File: config.mk
export PLATFORM = sky130hd
export DESIGN_NAME = rt_selector
export DESIGN_NICKNAME = d
export VERILOG_FILES = /design/src/rtl/rt_pkg.sv /design/src/rtl/rt_tables.sv /design/src/rtl/rt_lfsr.sv /design/src/rtl/rt_scan.sv /design/src/rtl/rt_selector.sv
export SDC_FILE = /design/constraint.sdc
export NUM_CORES = 1
export LEC_CHECK = 0
export CAP_MARGIN = 20
export CORE_ASPECT_RATIO = 1.25
export CORE_MARGIN = 2
export CORE_UTILIZATION = 30
export DETAILED_ROUTE_END_ITERATION = 7
export DONT_BUFFER_PORTS = 1
export GPL_TIMING_DRIVEN = 0
export HOLD_SLACK_MARGIN = 0.1
export SLEW_MARGIN = 20
export SYNTH_ARGS = -nofsm -noshare
export SYNTH_HDL_FRONTEND = slang
export SYNTH_SLANG_ARGS = --single-unit
File: constraint.sdc
create_clock -name clk -period 9.3 [get_ports clk]
set_input_delay 1.86 -clock clk [delete_from_list [all_inputs] [get_ports clk]]
set_output_delay 1.86 -clock clk [all_outputs]
set_load 0.01 [all_outputs]
File: src/rtl/rt_pkg.sv
// Shared definitions for the route selector: mode codes and the
// pseudo-random generator tap set. Assumes a 16-bit generator.
package rt_pkg;
    typedef enum logic [2:0] {
        MODE_DIRECT   = 3'd0,
        MODE_MULTI    = 3'd1,
        MODE_IND_RR   = 3'd2,
        MODE_IND_RAND = 3'd3,
        MODE_IND_SW   = 3'd4
    } rt_mode_e;

    localparam logic [15:0] LFSR_SEED = 16'hACE1;
endpackage

File: src/rtl/rt_tables.sv
// Route table storage: two sets (source, transit), each with an intra-group
// table of single entries and an inter-group table of two candidates.
// Assumes one write port; reads are combinational for the selected set.
module rt_tables #(
    parameter int NUM_SN    = 8,
    parameter int NUM_INTRA = 32,
    parameter int PW        = 6,
    parameter int SNW       = 3,
    parameter int XW        = 5,
    parameter int IW        = 5
) (
    input  logic                              clk,
    input  logic                              rst_n,
    input  logic                              wr_en,
    input  logic                              wr_set,
    input  logic                              wr_inter,
    input  logic [IW-1:0]                     wr_idx,
    input  logic                              wr_slot,
    input  logic                              wr_vld,
    input  logic [PW-1:0]                     wr_port,
    input  logic                              rd_set,
    input  logic [XW-1:0]                     rd_intra_idx,
    output logic                              intra_vld,
    output logic [PW-1:0]                     intra_port,
    output logic [NUM_SN-1:0][1:0]            inter_vld,
    output logic [NUM_SN-1:0][1:0][PW-1:0]    inter_port
);
    logic [1:0][NUM_INTRA-1:0]               a_vld;
    logic [1:0][NUM_INTRA-1:0][PW-1:0]       a_port;
    logic [1:0][NUM_SN-1:0][1:0]             e_vld;
    logic [1:0][NUM_SN-1:0][1:0][PW-1:0]     e_port;

    // Valid bits: cleared by reset, set or cleared by writes.
    always_ff @(posedge clk) begin
        if (!rst_n) begin
            a_vld <= '0;
            e_vld <= '0;
        end else if (wr_en) begin
            if (!wr_inter) begin
                if (32'(wr_idx) < NUM_INTRA) a_vld[wr_set][XW'(wr_idx)] <= wr_vld;
            end else if (32'(wr_idx) < NUM_SN) begin
                e_vld[wr_set][SNW'(wr_idx)][wr_slot] <= wr_vld;
            end
        end
    end

    // Port fields: written alongside valid bits, no reset needed.
    always_ff @(posedge clk) begin
        if (wr_en) begin
            if (!wr_inter) begin
                if (32'(wr_idx) < NUM_INTRA) a_port[wr_set][XW'(wr_idx)] <= wr_port;
            end else if (32'(wr_idx) < NUM_SN) begin
                e_port[wr_set][SNW'(wr_idx)][wr_slot] <= wr_port;
            end
        end
    end

    // Read ports for the set chosen by the header's ingress port.
    always_comb begin
        intra_vld  = a_vld[rd_set][rd_intra_idx];
        intra_port = a_port[rd_set][rd_intra_idx];
        inter_vld  = e_vld[rd_set];
        inter_port = e_port[rd_set];
    end
endmodule

File: src/rtl/rt_lfsr.sv
// Free-running 16-bit Fibonacci generator (x^16+x^14+x^13+x^11+1) used
// for random intermediate-group choice. Steps every cycle.
module rt_lfsr #(
    parameter logic [15:0] SEED = rt_pkg::LFSR_SEED
) (
    input  logic        clk,
    input  logic        rst_n,
    output logic [15:0] value
);
    // Shift with feedback; reload the seed on reset.
    always_ff @(posedge clk) begin
        if (!rst_n) value <= SEED;
        else        value <= {value[14:0], value[15] ^ value[13] ^ value[12] ^ value[10]};
    end
endmodule

File: src/rtl/rt_scan.sv
// Circular first-set search: returns the first set bit of mask at or after
// start, wrapping. Assumes start < N.
module rt_scan #(
    parameter int N = 8,
    parameter int W = 3
) (
    input  logic [N-1:0] mask,
    input  logic [W-1:0] start,
    output logic         found,
    output logic [W-1:0] idx
);
    // Walk N positions from start and keep the first hit.
    always_comb begin
        found = 1'b0;
        idx   = '0;
        for (int k = 0; k < N; k++) begin
            int p;
            p = int'(start) + k;
            if (p >= N) p = p - N;
            if (!found && mask[p]) begin
                found = 1'b1;
                idx   = W'(p);
            end
        end
    end
endmodule

File: src/rtl/rt_selector.sv
// Route selector top: accepts one header, decides the output port in the
// accept cycle, registers it and holds it until the tail flit passes.
// Assumes one packet in flight per selector and no table write in the
// same cycle as a header that depends on it.
module rt_selector
    import rt_pkg::*;
#(
    parameter int NUM_PORTS = 56,
    parameter int NUM_HOST  = 8,
    parameter int NUM_SN    = 8,
    parameter int DRAWERS   = 4,
    parameter int CHIPS     = 8,
    parameter int MY_SN     = 2,
    parameter int PW        = $clog2(NUM_PORTS),
    parameter int SNW       = $clog2(NUM_SN),
    parameter int DW        = $clog2(DRAWERS),
    parameter int CW        = $clog2(CHIPS),
    parameter int IW        = (SNW > DW + CW) ? SNW : DW + CW
) (
    input  logic           clk,
    input  logic           rst_n,
    input  logic           tbl_wr_en,
    input  logic           tbl_wr_set,
    input  logic           tbl_wr_inter,
    input  logic [IW-1:0]  tbl_wr_idx,
    input  logic           tbl_wr_slot,
    input  logic           tbl_wr_vld,
    input  logic [PW-1:0]  tbl_wr_port,
    input  logic           hdr_valid,
    output logic           hdr_ready,
    input  logic [PW-1:0]  hdr_src_port,
    input  logic [2:0]     hdr_mode,
    input  logic [SNW-1:0] hdr_dst_sn,
    input  logic [DW-1:0]  hdr_dst_drawer,
    input  logic [CW-1:0]  hdr_dst_chip,
    input  logic [SNW-1:0] hdr_via_sn,
    input  logic           hdr_via_done,
    input  logic           tail_in,
    output logic           route_valid,
    output logic [PW-1:0]  route_port,
    output logic           route_err,
    output logic [SNW-1:0] route_via,
    output logic           route_via_done
);
    localparam int NUM_INTRA = DRAWERS * CHIPS;
    localparam int XW        = DW + CW;
    localparam int NPTR      = 1 << PW;
    localparam logic [SNW-1:0] SELF = SNW'(MY_SN);

    logic                           is_host, accept;
    logic                           intra_vld;
    logic [PW-1:0]                  intra_port;
    logic [NUM_SN-1:0][1:0]         inter_vld;
    logic [NUM_SN-1:0][1:0][PW-1:0] inter_port;
    logic [15:0]                    lfsr;
    logic [NUM_SN-1:0]              elig;
    logic [SNW-1:0]                 scan_start, pick;
    logic                           pick_found;
    logic [SNW-1:0]                 rr_ptr [NPTR];
    logic                           alt    [NPTR];
    logic                           d_err, d_done, upd_rr, upd_alt, d_alt;
    logic [PW-1:0]                  d_port;
    logic [SNW-1:0]                 d_via;
    rt_mode_e                       mode;

    assign is_host   = 32'(hdr_src_port) < NUM_HOST;
    assign hdr_ready = !route_valid;
    assign accept    = hdr_valid && hdr_ready;
    assign mode      = (hdr_mode > 3'd4) ? MODE_DIRECT : rt_mode_e'(hdr_mode);

    rt_tables #(.NUM_SN(NUM_SN), .NUM_INTRA(NUM_INTRA), .PW(PW), .SNW(SNW),
                .XW(XW), .IW(IW)) u_tbl (
        .clk(clk), .rst_n(rst_n), .wr_en(tbl_wr_en), .wr_set(tbl_wr_set),
        .wr_inter(tbl_wr_inter), .wr_idx(tbl_wr_idx), .wr_slot(tbl_wr_slot),
        .wr_vld(tbl_wr_vld), .wr_port(tbl_wr_port), .rd_set(!is_host),
        .rd_intra_idx({hdr_dst_drawer, hdr_dst_chip}), .intra_vld(intra_vld),
        .intra_port(intra_port), .inter_vld(inter_vld), .inter_port(inter_port)
    );

    rt_lfsr u_lfsr (.clk(clk), .rst_n(rst_n), .value(lfsr));

    // Eligible intermediates: reachable on slot 0, not here, not the target.
    always_comb begin
        for (int i = 0; i < NUM_SN; i++)
            elig[i] = inter_vld[i][0] && (SNW'(i) != SELF) && (SNW'(i) != hdr_dst_sn);
        if (mode == MODE_IND_RR)
            scan_start = (32'(rr_ptr[hdr_src_port]) == NUM_SN - 1) ? '0 : rr_ptr[hdr_src_port] + 1'b1;
        else
            scan_start = SNW'(lfsr % 16'(NUM_SN));
    end

    rt_scan #(.N(NUM_SN), .W(SNW)) u_scan (
        .mask(elig), .start(scan_start), .found(pick_found), .idx(pick)
    );

    // Route decision for the header presented this cycle.
    always_comb begin
        d_err   = 1'b0;
        d_port  = '0;
        d_via   = hdr_dst_sn;
        d_done  = hdr_via_done;
        upd_rr  = 1'b0;
        upd_alt = 1'b0;
        d_alt   = 1'b0;
        if (hdr_dst_sn == SELF) begin
            d_port = intra_port;
            d_err  = !intra_vld;
        end else if ((mode == MODE_IND_RR || mode == MODE_IND_RAND || mode == MODE_IND_SW)
                     && !hdr_via_done) begin
            if (is_host && mode != MODE_IND_SW) begin
                d_via  = pick;
                d_port = inter_port[pick][0];
                d_err  = !pick_found;
                upd_rr = (mode == MODE_IND_RR) && pick_found;
            end else if (hdr_via_sn == SELF) begin
                d_done = 1'b1;
                d_port = inter_port[hdr_dst_sn][0];
                d_err  = !inter_vld[hdr_dst_sn][0];
            end else begin
                d_via  = hdr_via_sn;
                d_port = inter_port[hdr_via_sn][0];
                d_err  = !inter_vld[hdr_via_sn][0];
            end
        end else if (mode == MODE_MULTI) begin
            if (inter_vld[hdr_dst_sn][alt[hdr_src_port]]) begin
                d_port = inter_port[hdr_dst_sn][alt[hdr_src_port]];
                d_alt  = !alt[hdr_src_port];
            end else begin
                d_port = inter_port[hdr_dst_sn][!alt[hdr_src_port]];
                d_alt  = alt[hdr_src_port];
            end
            d_err   = !(|inter_vld[hdr_dst_sn]);
            upd_alt = !d_err;
        end else begin
            d_port = inter_port[hdr_dst_sn][0];
            d_err  = !inter_vld[hdr_dst_sn][0];
        end
    end

    // Held route: loaded on accept, dropped when the tail flit passes.
    always_ff @(posedge clk) begin
        if (!rst_n) begin
            route_valid    <= 1'b0;
            route_port     <= '0;
            route_err      <= 1'b0;
            route_via      <= '0;
            route_via_done <= 1'b0;
        end else if (accept) begin
            route_valid    <= 1'b1;
            route_port     <= d_port;
            route_err      <= d_err;
            route_via      <= d_via;
            route_via_done <= d_done;
        end else if (route_valid && tail_in) begin
            route_valid    <= 1'b0;
        end
    end

    // Per-ingress-port round-robin pointers and multi-path alternation bits.
    always_ff @(posedge clk) begin
        if (!rst_n) begin
            for (int p = 0; p < NPTR; p++) begin
                rr_ptr[p] <= '0;
                alt[p]    <= 1'b0;
            end
        end else if (accept) begin
            if (upd_rr)  rr_ptr[hdr_src_port] <= pick;
            if (upd_alt) alt[hdr_src_port]    <= d_alt;
        end
    end
endmodule

==> impl_metrics.py <==
metrics = {
    "pwr": {
        "switching_share_pct": 24.8,
        "seqPwrFrac_pct": 49.4,
        "power_leakage_nw": 15.3,
        "combinationalPowerShare_pct": 9.9,
        "vdd_drop_max_mv": 0.193,
        "p_int_w": 0.00723,
        "power.density_mw_per_mm2": 201,
        "switchingPower_w": 0.00238,
        "clock_power_share_pct": 40.8,
    },
    "layout": {
        "multiInputGateArea_mm2": 0.0141,
        "ff_latch_area_mm2": 0.0268,
        "final_nets": 3264,
        "fill_cells": 13423,
        "final_common_cell": "edfxtp_1",
        "utilization_pct": 34.8,
        "drive_above_1_share_pct": 14.7,
        "area_growth_syn_to_layout_pct": 15.1,
        "layout_common_cells": "edfxtp_1, nand2_1, mux4_2",
        "antennaDiodeCount": 0,
        "fin_cells": 5150,
    },
    "global_route": {
        "overflow": 0,
        "grt_first_pass_wirelength_mm": 185,
        "grt_use_total_pct": 17.9,
        "grt_max_degree": 97,
        "antenna_found_initial": 2,
        "grt_pass1_vias": 27167,
    },
    "floorplan": {
        "num_rows": 152,
        "die_w_um": 337,
        "coreArea_mm2": 0.137,
        "design.die.area_mm2": 0.141,
        "io_pins": 54,
        "dieHeight_um": 420,
        "start_util_pct": 30.2,
    },
    "worst_setup_path": {
        "reg2reg_setup_slack_ns": 2.09,
        "crit_arrival_ns": 9.61,
        "cp_slowest_cell": "clkbuf_1",
        "path_buf_inv": 10,
        "path_class": "in -> reg",
        "cp.required_ns": 9.88,
        "rr_worst_depth": 28,
        "cp-start-kind": "primary input",
        "crit_fanout": 17,
        "r2r_end": "route_port[2]$_SDFFE_PN0P_",
        "endpoint_kind": "flip-flop",
        "timing.rr.start": "rr_ptr[9][0]$_SDFFCE_PN0P_",
        "slowest_delay_ns": 0.66,
        "cpLargestDelayFamily": "compound AO/OA/AOI/OAI gates",
    },
    "timing": {
        "tightest_slew_ns": 1.25,
        "hold_violations": 0,
        "fin_ws_ns": 0.269,
        "slew_headroom_pct": 14.2,
        "final.period_utilization_pct": 97.1,
        "fin_setup_tns_ns": 0,
        "period_needed_ns": 9.03,
        "setup_viol": 0,
        "max_freq_mhz": 111,
        "worst_clock_skew_ns": 0.0360,
        "finalMaxSlewViolations": 0,
    },
    "clock_tree": {
        "htreeDepth": 3,
        "cts_root_buffer": "clkbuf_16",
        "tritoncts": "built",
        "cts_buffers": 97,
        "tritoncts_num_sinks": 956,
        "clk_path_buf_depth": 3,
        "cts.clk_slew.worst_paths_ns": 0.06,
        "clk_latency_ns": 0.70,
    },
    "placement": {
        "dp_worst_setup_slack_ns": -2.33,
        "dp_cells": 4967,
        "detailed_place_hpwl_mm": 89.2,
        "gp_congestion": 0.967,
        "port_buffers": 0,
    },
    "yosys": {
        "syn_avg_cell_area_um2": 14.1,
        "synth_edf_count": 768,
        "ys_types": 105,
        "synthCells": 2952,
        "synthFlopType": "edfxtp_1",
        "yosys_warnings": 0,
        "seq_area_frac_synth_pct": 64.7,
        "synth-seq-cells": 956,
        "synthArstFlopShare_pct": 0,
        "syn_area_mm2": 0.0415,
    },
    "detailed_routing": {
        "first_pass_iters": 6,
        "drc_errors": 0,
        "dr_wl_met2_mm": 63.1,
        "vias": 27415,
        "drt_iter0_drc": 3268,
        "routed.top_layer": "met5",
        "route.met3.wl_mm": 10.3,
        "vias_per_cell": 5.32,
        "wl_per_cell_um": 24.8,
        "wirelength_mm": 128,
        "wl_met1_mm": 47.7,
        "postRouteAntennaNets": 0,
    },
    "worst_hold_path": {
        "hold_class": "reg -> reg",
        "worstHoldEndpoint": "u_lfsr.value[7]$_SDFF_PN1_",
        "holdPathStages": 1,
        "hold_start": "u_lfsr.value[6]$_SDFF_PN1_",
    },
    "run_status": {
        "status": "finished, final reports clean",
    },
    "run": {
        "max-cap-violations": 0,
    },
}
-- repair_timing --
item	in CTS	in global routing
hold buffers	0	0
setup buffers	2	2
setup endpoints to repair	58	56
resized for setup	16	20
pin swaps	3	4
cloned	0	0
-- final cells by class --
type,count,share of cell area (%)
Multi-Input combinational cell,1866,29.6
Buffer,224,2.06
Sequential cell,956,56.2
Clock buffer,128,5.59
Clock inverter,54,1.13
Tap cell,1848,4.84
Inverter,70,0.556
Timing Repair Buffer,4,0.0629
-- power groups by stage --
stage	clock network (W)	logic (W)	registers [W]
3_5_place_dp	0	0.000912	0.00483
4_1_cts	0.00396	0.000924	0.00474
2_1_floorplan	0	0.000605	0.00481
3_3_place_gp	0	0.000910	0.00483
5_1_grt	0.00412	0.000994	0.00475
6_report	0.00392	0.000948	0.00474
-- worst max-delay path by stage --
stage                          from                          to  slack (ns)  depth (start not counted)
finish              hdr_src_port[0]  route_port[2]$_SDFFE_PN0P_        0.27                         31
global route        hdr_src_port[2]  route_port[2]$_SDFFE_PN0P_       -0.03                         31
CTS                 hdr_src_port[2]  route_port[2]$_SDFFE_PN0P_        0.02                         31
detailed placement  hdr_src_port[0]  route_port[1]$_SDFFE_PN0P_       -2.33                         32
global placement    hdr_src_port[0]  route_port[1]$_SDFFE_PN0P_       -2.23                         32
floorplan           hdr_src_port[0]  route_port[2]$_SDFFE_PN0P_        0.59                         32
-- flip-flops by register name (all words and copies together), names as in the netlist --
signal and count:
route_via_done 1, alt 64, u_tbl.e_port 192, u_tbl.a_port 384
route_port 6, route_via 3, route_err 1, u_tbl.a_vld 64
u_tbl.e_vld 32, rr_ptr 192, u_lfsr.value 16, route_valid 1
-- cells by family after synthesis --
logic type | count (synthesis) | synth area share [%]
DFF | 956 | 64.7
and+or+nand+nor | 727 | 8.14
AOI/OAI and AO/OA | 655 | 10.2
muxes | 305 | 13.7
buffers and inverters | 297 | 2.94
xor gates and xnor gates | 7 | 0.211
adders and majority gates | 4 | 0.121
other | 1 | 0.00904
-- synthesized netlist by cell type (18+ instances only) --
library cell  count  share of area [%]
buf_1            32               0.29
a21oi_1         164                2.0
o31ai_1          30               0.54
mux2i_1          85                2.1
inv_1            65               0.59
nand3_1          85                1.0
o21ai_0         181                2.2
nor2_1          167                1.5
nor3_1           53               0.64
edfxtp_1        768                 56
a211oi_1         33               0.60
mux4_2          206                 11
o22ai_1          34               0.51
buf_2            34               0.41
clkbuf_1        151                1.4
dfxtp_1         188                9.1
nand2_1         282                2.6
o211ai_1         29               0.52
and2_1           45               0.68
a221oi_1         18               0.38
a22oi_1          46               0.83
-- through the flow --
step	hold slack, ns	power, W	cell area (um2)
finish	0.406	0.00961	47700
detailed placement	0.394	0.00575	44400
global route	0.420	0.00986	47700
floorplan	0.386	0.00542	42100
CTS	0.410	0.00962	47700
global placement	0.393	0.00574	44400
-- metal layers --
layer	vias up	global-route usage, %
met3	334	3.83
met2	1328	30.5
met1	13879	21.4
met4	2	8.35
met5	-	0
li1	11872	-
No activity file was read; power rests on OpenSTA's default activity.
